$ cat src/rtl/scan_slice_expander_pkg.sv
package scan_slice_expander_pkg;
  typedef enum logic [1:0] {
    ST_IDLE = 2'd0,
    ST_LOAD = 2'd1,
    ST_RUN  = 2'd2
  } xp_state_e;

  localparam logic MODE_ADD   = 1'b0;
  localparam logic MODE_SHIFT = 1'b1;
endpackage

$ cat src/rtl/ssx_spread.sv
module ssx_spread #(
  parameter int N = 12,
  parameter int M = 4
) (
  input  logic [M-1:0] ctl,
  output logic [N-1:0] inc
);
  localparam int G = N / M;

  for (genvar b = 0; b < N; b++) begin : g_bit
    if (b % G == 0) begin : g_tap
      assign inc[b] = ctl[b / G];
    end else begin : g_zero
      assign inc[b] = 1'b0;
    end
  end
endmodule

$ cat src/rtl/ssx_loader.sv
module ssx_loader #(
  parameter int N = 12,
  parameter int M = 4
) (
  input  logic         clk,
  input  logic         rst_n,
  input  logic         beat,
  input  logic [M-1:0] word,
  output logic         last_beat,
  output logic [N-1:0] full_slice
);
  localparam int G  = N / M;
  localparam int CW = (G > 1) ? $clog2(G) : 1;
  localparam int PW = N - M;

  logic [CW-1:0] cnt_q, cnt_d;
  logic [PW-1:0] part_q, part_d;

  assign last_beat  = (cnt_q == CW'(G - 1));
  assign full_slice = {part_q, word};

  always_comb begin
    cnt_d = cnt_q;
    if (beat) begin
      cnt_d = last_beat ? '0 : cnt_q + CW'(1);
    end
  end

  if (PW > M) begin : g_wide
    always_comb begin
      part_d = part_q;
      if (beat) part_d = {part_q[PW-M-1:0], word};
    end
  end else begin : g_narrow
    always_comb begin
      part_d = part_q;
      if (beat) part_d = word;
    end
  end

  always_ff @(posedge clk or negedge rst_n) begin
    if (!rst_n) begin
      cnt_q  <= '0;
      part_q <= '0;
    end else if (beat) begin
      cnt_q  <= cnt_d;
      part_q <= part_d;
    end
  end
endmodule

$ cat src/rtl/ssx_ctrl.sv
module ssx_ctrl
  import scan_slice_expander_pkg::*;
(
  input  logic clk,
  input  logic rst_n,
  input  logic acc,
  input  logic mode,
  input  logic last_beat,
  output logic beat,
  output logic commit_add,
  output logic commit_load,
  output logic running
);
  xp_state_e st_q, st_d;

  assign running = (st_q == ST_RUN);

  always_comb begin
    st_d        = st_q;
    beat        = 1'b0;
    commit_add  = 1'b0;
    commit_load = 1'b0;
    unique case (st_q)
      ST_IDLE, ST_LOAD: begin
        if (acc) begin
          beat = 1'b1;
          if (last_beat) begin
            commit_load = 1'b1;
            st_d        = ST_RUN;
          end else begin
            st_d = ST_LOAD;
          end
        end
      end
      ST_RUN: begin
        if (acc) begin
          if (mode == MODE_ADD) begin
            commit_add = 1'b1;
          end else begin
            beat = 1'b1;
            if (last_beat) commit_load = 1'b1;
            else           st_d = ST_LOAD;
          end
        end
      end
      default: st_d = ST_IDLE;
    endcase
  end

  always_ff @(posedge clk or negedge rst_n) begin
    if (!rst_n) st_q <= ST_IDLE;
    else        st_q <= st_d;
  end
endmodule

$ cat src/rtl/scan_slice_expander.sv
module scan_slice_expander #(
  parameter int N_CHAINS = 12,
  parameter int N_CHAN   = 4
) (
  input  logic                clk,
  input  logic                rst_n,
  input  logic                in_valid,
  output logic                in_ready,
  input  logic                in_mode,
  input  logic [N_CHAN-1:0]   in_data,
  input  logic                scan_ready,
  output logic                scan_en,
  output logic [N_CHAINS-1:0] slice_out
);
  localparam int N = N_CHAINS;
  localparam int M = N_CHAN;

  logic         acc, beat, commit_add, commit_load, last_beat, ctrl_running;
  logic [N-1:0] inc, full_slice;
  logic [N-1:0] slice_q, slice_d;
  logic         se_q, se_d;

  assign in_ready = scan_ready;
  assign acc      = in_valid & scan_ready;

  ssx_spread #(.N(N), .M(M)) u_spread (
    .ctl (in_data),
    .inc (inc)
  );

  ssx_loader #(.N(N), .M(M)) u_loader (
    .clk        (clk),
    .rst_n      (rst_n),
    .beat       (beat),
    .word       (in_data),
    .last_beat  (last_beat),
    .full_slice (full_slice)
  );

  ssx_ctrl u_ctrl (
    .clk         (clk),
    .rst_n       (rst_n),
    .acc         (acc),
    .mode        (in_mode),
    .last_beat   (last_beat),
    .beat        (beat),
    .commit_add  (commit_add),
    .commit_load (commit_load),
    .running     (ctrl_running)
  );

  always_comb begin
    slice_d = slice_q;
    if (commit_add)       slice_d = slice_q + inc;
    else if (commit_load) slice_d = full_slice;
    se_d = commit_add | commit_load;
  end

  always_ff @(posedge clk or negedge rst_n) begin
    if (!rst_n) begin
      slice_q <= '0;
      se_q    <= 1'b0;
    end else begin
      se_q <= se_d;
      if (se_d) slice_q <= slice_d;
    end
  end

  assign scan_en   = se_q;
  assign slice_out = slice_q;
endmodule

$ cat config.mk
export PLATFORM = sky130hd
export DESIGN_NAME = scan_slice_expander
export DESIGN_NICKNAME = d
export VERILOG_FILES = /design/src/rtl/scan_slice_expander_pkg.sv /design/src/rtl/ssx_spread.sv /design/src/rtl/ssx_loader.sv /design/src/rtl/ssx_ctrl.sv /design/src/rtl/scan_slice_expander.sv
export SDC_FILE = /design/constraint.sdc
export NUM_CORES = 1
export LEC_CHECK = 0
export BUFFER_PORTS_ARGS = -buffer_cell sky130_fd_sc_hd__buf_2
export CAP_MARGIN = 20
export CORE_MARGIN = 5
export CORE_UTILIZATION = 41
export DETAILED_ROUTE_END_ITERATION = 10
export PLACE_DENSITY = 0.62
export RECOVER_POWER = 50
export SLEW_MARGIN = 0
export SYNTH_ARGS = -nofsm -noshare
export SYNTH_HDL_FRONTEND = slang
export SYNTH_SLANG_ARGS = --single-unit
$ cat constraint.sdc
create_clock -name clk -period 5.6 [get_ports clk]
set_input_delay 1.68 -clock clk [delete_from_list [all_inputs] [get_ports clk]]
set_output_delay 1.68 -clock clk [all_outputs]
set_load 0.1 [all_outputs]
==> out/metrics.csv, run 1 <==
metric,value,unit
core,3280,µm²
place_congestion,0.860,
synth-async-reset-ratio,1.00,
grt_pass1_vias,1020,
synth_edf_count,0,
clockBufferDepth,2,
synth_flop_cell,dfrtp_1,
io_pins,23,
endpoint_kind,primary output,
start_kind,input port,
n_antenna_cell,0,
drc,0,
fin_tns_setup,0,ns
cp_max_fo,5,
netlist.area_leader.share,0.459,
routed_wl,2.92,mm
grt_first_pass_wirelength,4.92,mm
die_w,67.7,µm
path_clk_slew,0.14,ns
ys_types,38,
syn_nets,144,
layout.nets,168,
antenna_found_initial,0,
status,"finished, final reports clean",
slowest_delay,0.46,ns
yosys-top-cells-count,"25 x dfrtp_1, 15 x nand2_1, 10 x mux2_2, 10 x nor2_1, 8 x a21oi_1",
finalCritPeriodShare,0.710,
min_period,3.98,ns
crit_path_top_delay_cell,buf_2,
synth.cell_area,1360,µm²
synth.largest_area_cell,dfrtp_1,
initial_core_util,0.415,
dieArea,4580,µm²
gr-usage-all-layers,0.143,
ctsHoldBuffers,0,
io_buffers,22,
antenna_left,0,
numCtsBuffers,3,
die_h,67.7,µm
final_hold_viol_count,0,
synthTopCellsByArea,"dfrtp_1 46%, mux2_2 8.3%, ha_1 4.6%",
insertion_delay,0.32,ns
htree_levels,1,
arrival,2.30,ns
rsz0062_at_grt,no,
hold_class,flip-flop to flip-flop,
grt_max_degree,26,
area_growth,12.6,%
layout-drive-gt1-share,0.261,
synth_area_per_cell,10.5,µm²
drt-initial-drc-count,29,
num_vias,1073,
yosysMostFrequentCell,dfrtp_1,
syn_inst,130,
postCtsResizedCells,0,
synth_seq_area_share,0.459,
cap_violations,0,
cts_tree,done,
rows,21,
critPathBufInv,2,
crit_family,buffers and inverters,
nFillCells,328,
required,3.92,ns
avgViaCountPerCell,5.39,
finalSetupViolCount,0,
slew-limit-headroom,0.0946,
clockRootBuffer,clkbuf_4,
postCtsSetupBuffers,0,
crit_type,input port to primary output,
cts_num_sinks,25,
post-dp-hpwl,2.17,mm
worstMarginPinSlew,1.36,ns
firstDrtPassIters,4,
final_max_slew_viol_count,0,
max_clock_freq,0.252,GHz
yosysWarnings,0,
skew,0.00409,ns
grt_overflow_total,0,
wl_per_cell,14.7,µm
cp_cell_sequence,clkbuf_1 -> buf_2,
synth_seq_cells,25,
path summary, 6_finish.rpt:
kind	startpoint	endpoint	slack, ns	depth (start not counted)
max	scan_ready	in_ready	1.62	2
min	u_loader.part_q[5]$_DFFE_PN0P_	u_loader.part_q[5]$_DFFE_PN0P_	0.52	1
max reg2reg	slice_out[0]$_DFFE_PN0P_	slice_out[10]$_DFFE_PN0P_	3.55	7
min reg2reg	u_loader.part_q[5]$_DFFE_PN0P_	u_loader.part_q[5]$_DFFE_PN0P_	0.52	1
max in group asynchronous	rst_n	slice_out[2]$_DFFE_PN0P_	3.18	1
min in group asynchronous	rst_n	u_ctrl.st_q[1]$_DFFE_PN0P_	1.63	1
layer usage:
metal  track usage  vias to the layer above  wire (µm)
met5             0                        -          0
met4        0.0532                        0         41
met3        0.0250                        4         98
met2         0.231                       18       1370
met1         0.191                      530       1400
li1              -                      521          -
flip-flops by register name (all words and copies together) (netlist names):
signal / count
slice_out: 12
u_loader.part_q: 8
u_ctrl.st_q: 2
u_loader.cnt_q: 2
scan_en: 1
final cells by class:
cell class | instances | area [µm²] | share of cell area
clock inverter | 1 | 5.00 | 0.00326
multi-input combinational | 100 | 707 | 0.461
inverter | 1 | 5.00 | 0.00326
tap | 46 | 57.6 | 0.0375
clock buffer | 3 | 22.5 | 0.0147
timing repair buffer | 23 | 111 | 0.0726
sequential | 25 | 626 | 0.408
through the flow:
| stage | instances | cell area (µm²) | hold slack [ns] | util | setup slack (ns) |
|---|---|---|---|---|---|
| after floorplan | 130 | 1360 | 0.472 | - | 1.98 |
| after global placement | 194 | 1510 | 0.490 | 0.459 | 1.69 |
| after detailed placement | 194 | 1510 | 0.496 | 0.459 | 1.68 |
| after CTS | 198 | 1540 | 0.529 | 0.467 | 1.68 |
| after global routing | 199 | 1530 | 0.555 | 0.467 | 1.57 |
| final | 199 | 1530 | 0.524 | 0.467 | 1.62 |
cell families (layout without fill, tap and decap cells):
family	count (synthesis)	after routing	synth area share
mux	15	15	0.119
simple gates	44	44	0.168
xor+xnor	4	4	0.0257
compound gates	32	32	0.162
fa+ha+maj	5	5	0.0459
buf+inv	5	28	0.0202
flops	25	25	0.459
placed cells by master, fill, tap and decap left out, types with 4 or more instances in the layout:
| cell | synthesis | routed |
|---|---|---|
| nor2_1 | 10 | 10 |
| a21oi_1 | 8 | 8 |
| dfrtp_1 | 25 | 25 |
| mux2_2 | 10 | 10 |
| ha_1 | 5 | 5 |
| mux2i_1 | 5 | 5 |
| o21ai_0 | 6 | 6 |
| nand3_1 | 4 | 4 |
| nand2_1 | 15 | 16 |
| o22ai_1 | 4 | 4 |
| buf_2 | 2 | 20 |
worst register-to-register path: cells and delay by family (launching register included):
kind                     cells  cell delay [ns]
adder cells (fa/ha/maj)      2             0.47
AO/OA/AOI/OAI                5             1.10
flip-flops                   1             0.42
Power of run 1 is not shown: default switching activity piles up to over one toggle a cycle in this logic, so the estimate is an artifact.
==> run 2, diff against run 1 <==
- clock period: 5.6 -> 3.8 ns (I/O delays scaled with it)
==> out/metrics.csv, run 2 (same netlist as run 1, synthesis figures left out) <==
metric,value,unit,change
crit_path_start,scan_ready,,
required,2.66,ns,-1.26 ns
clockRootBuffer,clkbuf_4,,
worstMarginPinSlew,1.35,ns,-0.00435 ns
ctsHoldBuffers,0,,unchanged
regToRegEndpoint,slice_out[5]$_DFFE_PN0P_,,
fin_ws,0.912,ns,-0.713 ns
cp_num_cells,2,,unchanged
avgViaCountPerCell,5.36,,-0.59%
num_vias,1072,,-0.093%
start_kind,input port,,
htree_levels,1,,unchanged
crit_end,in_ready,,
met2_usage,0.236,,+0.00486
hold_class,flip-flop to flip-flop,,
die_h,67.7,µm,unchanged
clockBufferDepth,2,,unchanged
min_period,2.89,ns,
largest_register_ffs,12,,unchanged
initial_core_util,0.415,,unchanged
final_max_slew_viol_count,0,,unchanged
area_growth,11.8,%,
die_w,67.7,µm,unchanged
slowest_delay,0.46,ns,about the same
cts_num_sinks,25,,unchanged
rrSetupSlack,1.62,ns,-1.93 ns
drc,0,,unchanged
path_clk_slew,0.13,ns,about the same
place_ws,0.958,ns,-0.723 ns
holdWs,0.523,ns,-0.00107 ns
finalSetupViolCount,0,,unchanged
critPathBufInv,2,,unchanged
postCtsResizedCells,0,,unchanged
fin_tns_setup,0,ns,unchanged
io_pins,23,,unchanged
endpoint_kind,primary output,,
insertion_delay,0.32,ns,about the same
final_common_cell,dfrtp_1,,
rows,21,,unchanged
antenna_found_initial,0,,unchanged
grtUsageMet1,0.187,,-0.00394
final_cell_mix,"25 x dfrtp_1, 20 x buf_2, 16 x nand2_1",,
layout.nets,169,,+0.60%
crit_path_top_delay_cell,buf_2,,
slew-limit-headroom,0.0975,,+0.00290
antenna_left,0,,unchanged
rsz0062_at_grt,no,,
routed_wl,2.97,mm,+1.8%
gr-usage-all-layers,0.147,,+0.00319
arrival,1.75,ns,-0.55 ns
grt_first_pass_wirelength,5.00,mm,+1.7%
finalCritPeriodShare,0.760,,
top_usage_layer,met2,,
n_antenna_cell,0,,unchanged
wl_per_cell,14.8,µm,+1.3%
crit_family,buffers and inverters,,
dp_cells,196,,+1.0%
skew,0.00280,ns,-0.00129 ns
status,"finished, final reports clean",,
io_buffers,22,,unchanged
grt_overflow_total,0,,unchanged
crit_type,input port to primary output,,
cp_max_fo,5,,unchanged
grt_util_met3,0.0333,,+0.00832
final_cells,200,,+0.50%
max_clock_freq,0.346,GHz,
grt_max_degree,26,,unchanged
firstDrtPassIters,4,,unchanged
drt-initial-drc-count,22,,-24%
cap_violations,0,,unchanged
post-dp-hpwl,2.21,mm,+1.9%
cp_cell_sequence,clkbuf_1 -> buf_2,,
reg2reg_depth,6,,-1
grt_pass1_vias,1070,,+4.9%
dieArea,4580,µm²,unchanged
place_congestion,0.846,,-1.6%
cts_tree,done,,
layout-drive-gt1-share,0.253,,-0.00819
final_hold_viol_count,0,,unchanged
nFillCells,340,,+3.7%
rr_startpoint,u_ctrl.st_q[1]$_DFFE_PN0P_,,
core,3280,µm²,unchanged
postCtsSetupBuffers,0,,unchanged
numCtsBuffers,3,,unchanged
## run 2: changes by cell type in the layout (fill, tap and decap cells not counted), sizes merged
cell,delta
clkbuf,+1
## run 2: worst min-delay path by stage
| stage | startpoint | endpoint | slack (ns) | cells past startpoint |
|---|---|---|---|---|
| final | u_loader.cnt_q[1]$_DFFE_PN0P_ | u_loader.cnt_q[1]$_DFFE_PN0P_ | 0.52 | 1 |
| after global routing | u_loader.cnt_q[1]$_DFFE_PN0P_ | u_loader.cnt_q[1]$_DFFE_PN0P_ | 0.54 | 1 |
| after CTS | u_loader.cnt_q[1]$_DFFE_PN0P_ | u_loader.cnt_q[1]$_DFFE_PN0P_ | 0.53 | 1 |
| after detailed placement | u_loader.part_q[5]$_DFFE_PN0P_ | u_loader.part_q[5]$_DFFE_PN0P_ | 0.50 | 1 |
| after global placement | u_loader.part_q[5]$_DFFE_PN0P_ | u_loader.part_q[5]$_DFFE_PN0P_ | 0.49 | 1 |
| after floorplan | u_loader.part_q[1]$_DFFE_PN0P_ | slice_out[5]$_DFFE_PN0P_ | 0.47 | 1 |
## run 2: cell type report
class	count	area (µm²)	share of cell area
repair buffers	24	115	0.0756
clock buffers	3	22.5	0.0148
multi-input cells	100	692	0.454
inverters	1	5.00	0.00329
flip-flops and latches	25	626	0.411
well taps	46	57.6	0.0378
clock inverters	1	5.00	0.00329
## run 2: through the flow
step,util,instance area (µm²)
finish,0.464,1520
global route,0.464,1520
CTS,0.472,1550
detailed placement,0.464,1520
global placement,0.464,1520
floorplan,-,1360
## run 2: metal layers
| layer | vias to the layer above | wire (µm) |
|---|---|---|
| li1 | 524 | - |
| met1 | 520 | 1400 |
| met2 | 22 | 1410 |
| met3 | 6 | 110 |
| met4 | 0 | 42 |
| met5 | - | 0 |
Power of run 2 is left out for the same reason.
